`src/rtl/tcb_pkg.sv`:
```
package tcb_pkg;
  typedef enum logic [3:0] {
    A_IDENT  = 4'd0,
    A_DEPTH  = 4'd1,
    A_WIDTH  = 4'd2,
    A_STATUS = 4'd3,
    A_DATA   = 4'd4,
    A_RDPTR  = 4'd5,
    A_WRPTR  = 4'd6,
    A_TRGCNT = 4'd7,
    A_CTRL   = 4'd8
  } reg_addr_e;

  localparam int ST_FULL  = 0;
  localparam int ST_TRIG  = 1;
  localparam int ST_DONE  = 2;
  localparam int ST_DRAIN = 3;
  localparam int CT_EN    = 0;
  localparam int CT_DEMUX = 1;
endpackage

```
`src/rtl/tcb_ram.sv`:
```
module tcb_ram #(
  parameter int DEPTH = 64,
  parameter int WIDTH = 24,
  localparam int AW = (DEPTH > 1) ? $clog2(DEPTH) : 1
) (
  input  logic             clk_i,
  input  logic             wr_en_i,
  input  logic [AW-1:0]    wr_addr_i,
  input  logic [WIDTH-1:0] wr_data_i,
  input  logic             rd_en_i,
  input  logic [AW-1:0]    rd_addr_i,
  output logic [WIDTH-1:0] rd_data_o
);
  logic [WIDTH-1:0] mem [DEPTH];

  always_ff @(posedge clk_i) begin
    if (wr_en_i) mem[wr_addr_i] <= wr_data_i;
  end

  always_ff @(posedge clk_i) begin
    if (rd_en_i) rd_data_o <= mem[rd_addr_i];
  end
endmodule

```
`src/rtl/tcb_capture.sv`:
```
module tcb_capture #(
  parameter int DEPTH = 64,
  parameter int DRAIN = 4,
  localparam int AW = (DEPTH > 1) ? $clog2(DEPTH) : 1,
  localparam int CW = $clog2(DEPTH + 1),
  localparam int DW = $clog2(DRAIN + 1)
) (
  input  logic          clk_i,
  input  logic          rst_ni,
  input  logic          trc_valid_i,
  input  logic          trig_i,
  input  logic          ctl_wr_i,
  input  logic          ctl_en_i,
  input  logic          wp_wr_i,
  input  logic [AW-1:0] wp_val_i,
  input  logic          tc_wr_i,
  input  logic [CW-1:0] tc_val_i,
  output logic          en_o,
  output logic          full_o,
  output logic          trig_o,
  output logic          done_o,
  output logic          drained_o,
  output logic [AW-1:0] wr_ptr_o,
  output logic [CW-1:0] cnt_o,
  output logic          we_o
);
  logic          en_q, full_q, trig_q, done_q;
  logic [AW-1:0] wp_q, wp_nxt;
  logic [CW-1:0] cnt_q;
  logic [DW-1:0] drain_q;
  logic          en_rise, stop_now, store;

  assign en_rise  = ctl_wr_i && ctl_en_i && !en_q;
  assign stop_now = en_q && trig_q && (cnt_q == '0);
  assign store    = en_q && !stop_now && trc_valid_i;
  assign wp_nxt   = (wp_q == AW'(DEPTH - 1)) ? '0 : wp_q + AW'(1);

  always_ff @(posedge clk_i or negedge rst_ni) begin
    if (!rst_ni) begin
      en_q    <= 1'b0;
      full_q  <= 1'b0;
      trig_q  <= 1'b0;
      done_q  <= 1'b0;
      wp_q    <= '0;
      cnt_q   <= '0;
      drain_q <= '0;
    end else begin
      // completion outranks a concurrent control write
      if (stop_now)      en_q <= 1'b0;
      else if (ctl_wr_i) en_q <= ctl_en_i;

      if (en_rise) begin
        full_q <= 1'b0;
        trig_q <= 1'b0;
        done_q <= 1'b0;
      end else begin
        if (store && wp_q == AW'(DEPTH - 1)) full_q <= 1'b1;
        if (en_q && trig_i)                  trig_q <= 1'b1;
        if (stop_now)                        done_q <= 1'b1;
      end

      if (wp_wr_i && !en_q) wp_q <= wp_val_i;
      else if (store)       wp_q <= wp_nxt;

      if (tc_wr_i && !en_q)                        cnt_q <= tc_val_i;
      else if (store && trig_q && cnt_q != '0)     cnt_q <= cnt_q - CW'(1);

      if (en_q)                drain_q <= DW'(DRAIN);
      else if (drain_q != '0)  drain_q <= drain_q - DW'(1);
    end
  end

  assign en_o      = en_q;
  assign full_o    = full_q;
  assign trig_o    = trig_q;
  assign done_o    = done_q;
  assign drained_o = (drain_q == '0);
  assign wr_ptr_o  = wp_q;
  assign cnt_o     = cnt_q;
  assign we_o      = store;
endmodule

```
`src/rtl/trace_capture_buf.sv`:
```
module trace_capture_buf
  import tcb_pkg::*;
#(
  parameter int          DEPTH     = 64,
  parameter int          WIDTH     = 24,
  parameter int          PORT_BITS = 8,
  parameter int          DRAIN     = 4,
  parameter logic [31:0] ID_VALUE  = 32'h5A17_0C01
) (
  input  logic             clk_i,
  input  logic             rst_ni,
  input  logic [WIDTH-1:0] trc_data_i,
  input  logic             trc_valid_i,
  input  logic             trig_i,
  input  logic             reg_wr_i,
  input  logic             reg_rd_i,
  input  logic [3:0]       reg_addr_i,
  input  logic [31:0]      reg_wdata_i,
  output logic [31:0]      reg_rdata_o
);
  localparam int AW = (DEPTH > 1) ? $clog2(DEPTH) : 1;
  localparam int CW = $clog2(DEPTH + 1);

  reg_addr_e      addr;
  logic           cap_en, cap_full, cap_trig, cap_done, cap_drained, ram_we;
  logic [AW-1:0]  wr_ptr, rd_ptr_q, rd_ptr_nxt;
  logic [CW-1:0]  trg_cnt;
  logic [WIDTH-1:0] ram_q;
  logic           demux;
  logic           data_rd, sel_data_q;
  logic [31:0]    rdata_q, rd_mux;
  logic           unused_wdata;

  assign addr    = reg_addr_e'(reg_addr_i);
  assign data_rd = reg_rd_i && (addr == A_DATA);
  assign unused_wdata = ^reg_wdata_i;

  tcb_capture #(.DEPTH(DEPTH), .DRAIN(DRAIN)) u_cap (
    .clk_i      (clk_i),
    .rst_ni     (rst_ni),
    .trc_valid_i(trc_valid_i),
    .trig_i     (trig_i),
    .ctl_wr_i   (reg_wr_i && addr == A_CTRL),
    .ctl_en_i   (reg_wdata_i[CT_EN]),
    .wp_wr_i    (reg_wr_i && addr == A_WRPTR),
    .wp_val_i   (reg_wdata_i[AW-1:0]),
    .tc_wr_i    (reg_wr_i && addr == A_TRGCNT),
    .tc_val_i   (reg_wdata_i[CW-1:0]),
    .en_o       (cap_en),
    .full_o     (cap_full),
    .trig_o     (cap_trig),
    .done_o     (cap_done),
    .drained_o  (cap_drained),
    .wr_ptr_o   (wr_ptr),
    .cnt_o      (trg_cnt),
    .we_o       (ram_we)
  );

  tcb_ram #(.DEPTH(DEPTH), .WIDTH(WIDTH)) u_ram (
    .clk_i    (clk_i),
    .wr_en_i  (ram_we),
    .wr_addr_i(wr_ptr),
    .wr_data_i(trc_data_i),
    .rd_en_i  (data_rd),
    .rd_addr_i(rd_ptr_q),
    .rd_data_o(ram_q)
  );

  generate
    if (PORT_BITS == 8) begin : g_demux
      logic demux_q;
      always_ff @(posedge clk_i or negedge rst_ni) begin
        if (!rst_ni)                          demux_q <= 1'b0;
        else if (reg_wr_i && addr == A_CTRL)  demux_q <= reg_wdata_i[CT_DEMUX];
      end
      assign demux = demux_q;
    end else begin : g_nodemux
      assign demux = 1'b0;
    end
  endgenerate

  assign rd_ptr_nxt = (rd_ptr_q == AW'(DEPTH - 1)) ? '0 : rd_ptr_q + AW'(1);

  always_ff @(posedge clk_i or negedge rst_ni) begin
    if (!rst_ni)                          rd_ptr_q <= '0;
    else if (reg_wr_i && addr == A_RDPTR) rd_ptr_q <= reg_wdata_i[AW-1:0];
    else if (data_rd)                     rd_ptr_q <= rd_ptr_nxt;
  end

  always_comb begin
    rd_mux = '0;
    unique case (addr)
      A_IDENT:  rd_mux = ID_VALUE;
      A_DEPTH:  rd_mux = 32'(DEPTH);
      A_WIDTH:  rd_mux = 32'(WIDTH);
      A_STATUS: rd_mux = {28'd0, cap_drained, cap_done, cap_trig, cap_full};
      A_RDPTR:  rd_mux = 32'(rd_ptr_q);
      A_WRPTR:  rd_mux = 32'(wr_ptr);
      A_TRGCNT: rd_mux = 32'(trg_cnt);
      A_CTRL:   rd_mux = {30'd0, demux, cap_en};
      default:  rd_mux = '0;
    endcase
  end

  always_ff @(posedge clk_i or negedge rst_ni) begin
    if (!rst_ni) begin
      rdata_q    <= '0;
      sel_data_q <= 1'b0;
    end else if (reg_rd_i) begin
      rdata_q    <= rd_mux;
      sel_data_q <= data_rd;
    end
  end

  assign reg_rdata_o = sel_data_q ? 32'(ram_q) : rdata_q;
endmodule

```
`config.mk`:
```
export PLATFORM = sky130hd
export DESIGN_NAME = trace_capture_buf
export DESIGN_NICKNAME = d
export VERILOG_FILES = /design/src/rtl/tcb_pkg.sv /design/src/rtl/tcb_ram.sv /design/src/rtl/tcb_capture.sv /design/src/rtl/trace_capture_buf.sv
export SDC_FILE = /design/constraint.sdc
export NUM_CORES = 2
export LEC_CHECK = 0
export BUFFER_PORTS_ARGS = -buffer_cell sky130_fd_sc_hd__buf_2
export CAP_MARGIN = 15
export CORE_MARGIN = 10
export CORE_UTILIZATION = 49
export CTS_CLUSTER_SIZE = 40
export DETAILED_ROUTE_END_ITERATION = 8
export SLEW_MARGIN = 25
export SYNTH_ARGS = -nofsm -noshare
export SYNTH_HDL_FRONTEND = slang
export SYNTH_SLANG_ARGS = --single-unit
export TNS_END_PERCENT = 100
```
`constraint.sdc`:
```
create_clock -name clk_i -period 8.65 [get_ports clk_i]
set_input_delay 2.595 -clock clk_i [delete_from_list [all_inputs] [get_ports clk_i]]
set_output_delay 2.595 -clock clk_i [all_outputs]
set_load 0.01 [all_outputs]
```
==> flow_summary.ini <==
[status]
outcome = complete, no violations

[detailed_routing]
ant_nets = 0
avgViaCountPerCell = 6.16
dr.pass1.iters = 5
drcViolationCount = 0
wl_per_cell_um = 30.9
drtIter0Drc = 3064
route.final.wire_length_um = 156000
vias = 31100

[critical_path]
worstPathRequired_ps = 6060
worst-r2r-setup-slack_ps = 4120
endpoint = reg_rdata_o[28]
r2r_cells = 7
crit_top_cell = inv_1
path_class = register to output pin
cp_max_fo = 32
reg2reg_from = rd_ptr_q[0]
worstPathCellList = inv_1 -> nand2_1 -> inv_1 -> buf_2
r2r_end = u_ram.rd_data_o[16]
max_stage_delay_ps = 1010
critical-path-slowest-cell = dfrtp_1
cp-start-kind = register
cp-end-kind = output pin
crit_path_start = sel_data_q
arrival_ps = 2680

[pwr]
pwr-share-seq = 0.468
p_comb_frac = 0.179
sw_frac_of_total = 0.267
power_mw = 18.8
power_switching_mw = 5.03
p_per_area_nw_per_um2 = 269
irDropWorstVdd_mv = 0.212
p_leak_nw = 22.1
intPower_mw = 13.8
p_clk_frac = 0.353

[sta]
finalHoldViolations = 0
fmax_mhz = 190
final.min_clock_period_ps = 5270
layout_setup_ws_ps = 3380
fin_tns_setup_ps = 0
slew_viol_final = 0
period_share = 0.610
tightestPinTransition_ps = 1160
whs_ps = 517
setup_viol = 0
skew_ps = 34.6
rsz0062_at_grt = false
maxSlewHeadroom = 0.219

[die]
fp.dieH_um = 377
initial_core_util = 0.495
num_io_pins = 98
die_area_sq_um = 142000
core_area_sq_um = 126000
row_count = 130
die_x_um = 377

[placed_design]
hpwlAfterDp_um = 88200
io_buffers = 68
preCtsSetupSlack_ps = 3190
place_congestion = 0.827
dp.cells = 4751

[clock_network]
clkTransAtPathRegs_ps = 60
cts_buffers = 162
cts_resized = 0
cts_root_buf = clkbuf_16
htree_levels = 4
cts_tree = done
clk_latency_ps = 790
cts_sinks = 1596
cts_max_path_buffers = 3
hold_buffers = 0
post-cts-setup-buffers = 0

[layout]
final_layout_size_suffix_gt1_frac = 0.237
finalNonFillerCells = 5042
num-nets-final = 3337
synthToLayoutAreaGrowth_pct = 12.2

[grt]
antenna_found_initial = 8
grt_overflow = 0
grt_first_pass_wirelength_um = 225000
grt_pass1_vias = 31800
grt_max_degree = 119
grt_use_total = 0.219

[yosys]
synthesis.area_sq_um = 62400
synth-seq-cells = 1596
synthFlopType = edfxtp_1
synthTopCellsByArea = edfxtp_1 75%, mux4_2 12%, mux2i_1 2.5%
netlist_instances = 3098
synth_edf_count = 1560
synth.avg_cell_area_sq_um = 20.1
yosysTopAreaCellShare = 0.751
async_reset_ff_frac = 0.0226
seq_area_frac_synth = 0.765
synthTopCellsByCount = 1560 x edfxtp_1, 327 x mux4_2, 158 x mux2i_1
yosysTopAreaCell = edfxtp_1
ys_types = 58
synth_most_common_cell = edfxtp_1
yosys_warnings = 0

[worst_hold_path]
whs_path_depth = 1
hold_class = register to register

[run]
drv_cap = 0
cell usage in the layout (no fill, tap or decap), types with 64 or more instances in the layout:
cell / netlist / routed
a21oi_1: 77 / 77
a22oi_1: 82 / 82
buf_2: 33 / 66
buf_4: 33 / 119
clkbuf_16: 0 / 168
edfxtp_1: 1560 / 1560
mux2i_1: 158 / 158
mux4_2: 327 / 327
nand2_1: 120 / 120
nor2_2: 0 / 64
o21ai_0: 73 / 73
worst max-delay path, delay by kind of cell (launching register included):
family	cells	cell delay, ps
buf+inv	3	450
simple gates	1	450
flops	1	1010
layer usage:
layer | track usage | part of all wire | up-vias
met3 | 0.0393 | 0.069 | 256
met1 | 0.289 | 0.40 | 16500
met5 | 0 | 0.00019 | -
li1 | - | - | 13200
met4 | 0.0702 | 0.027 | 4
met2 | 0.369 | 0.51 | 1130
worst min path at each step:
stage / startpoint / end
3_3_place_gp: u_cap.drain_q[2] / u_cap.drain_q[2]
5_1_grt: u_cap.full_o / u_cap.full_o
4_1_cts: u_cap.drain_q[2] / u_cap.drain_q[2]
2_1_floorplan: u_cap.drain_q[2] / u_cap.drain_q[2]
3_5_place_dp: u_cap.drain_q[2] / u_cap.drain_q[2]
6_report: demux / demux
state kept, by name (all words and copies together), names as in the netlist:
register	cells
u_ram.mem	1536
u_ram.rd_data_o	24
rdata_q	8
u_cap.cnt_o	7
rd_ptr_q	6
u_cap.wr_ptr_o	6
u_cap.drain_q	3
demux	1
sel_data_q	1
u_cap.done_o	1
u_cap.en_o	1
u_cap.full_o	1
u_cap.trig_o	1
through the flow:
stage,util,instance area (sq um)
2_1_floorplan,-,62400
3_3_place_gp,0.516,65000
3_5_place_dp,0.516,65000
4_1_cts,0.555,70000
5_1_grt,0.555,70000
6_report,0.555,70000
cell type report:
class,count,area [sq um]
Antenna cell,5,12.5
Clock buffer,208,4360
Clock inverter,78,616
Fill cell,9398,56100
Inverter,22,83.8
Multi-Input combinational cell,1294,13800
Sequential cell,1596,47800
Tap cell,1650,2060
Timing Repair Buffer,189,1300
logic make-up after synthesis:
family	after synthesis	synth area share
xor gates and xnor gates	5	0.000702
muxes	491	0.144
other	1	0.0000601
AOI/OAI and AO/OA	393	0.0423
and+or+nand+nor	395	0.0290
adders and majority gates	6	0.00120
DFF	1596	0.765
buffers and inverters	211	0.0170
power by group through the flow:
| stage | clock network (mW) | logic [mW] | registers (mW) |
|---|---|---|---|
| after floorplan | 0 | 2.34 | 8.84 |
| after global placement | 0 | 3.36 | 8.97 |
| after detailed placement | 0 | 3.40 | 8.98 |
| after CTS | 6.76 | 3.42 | 8.82 |
| after global routing | 7.07 | 3.59 | 8.83 |
| final | 6.64 | 3.37 | 8.82 |
Note: power is estimated with default switching activity, not from simulation.
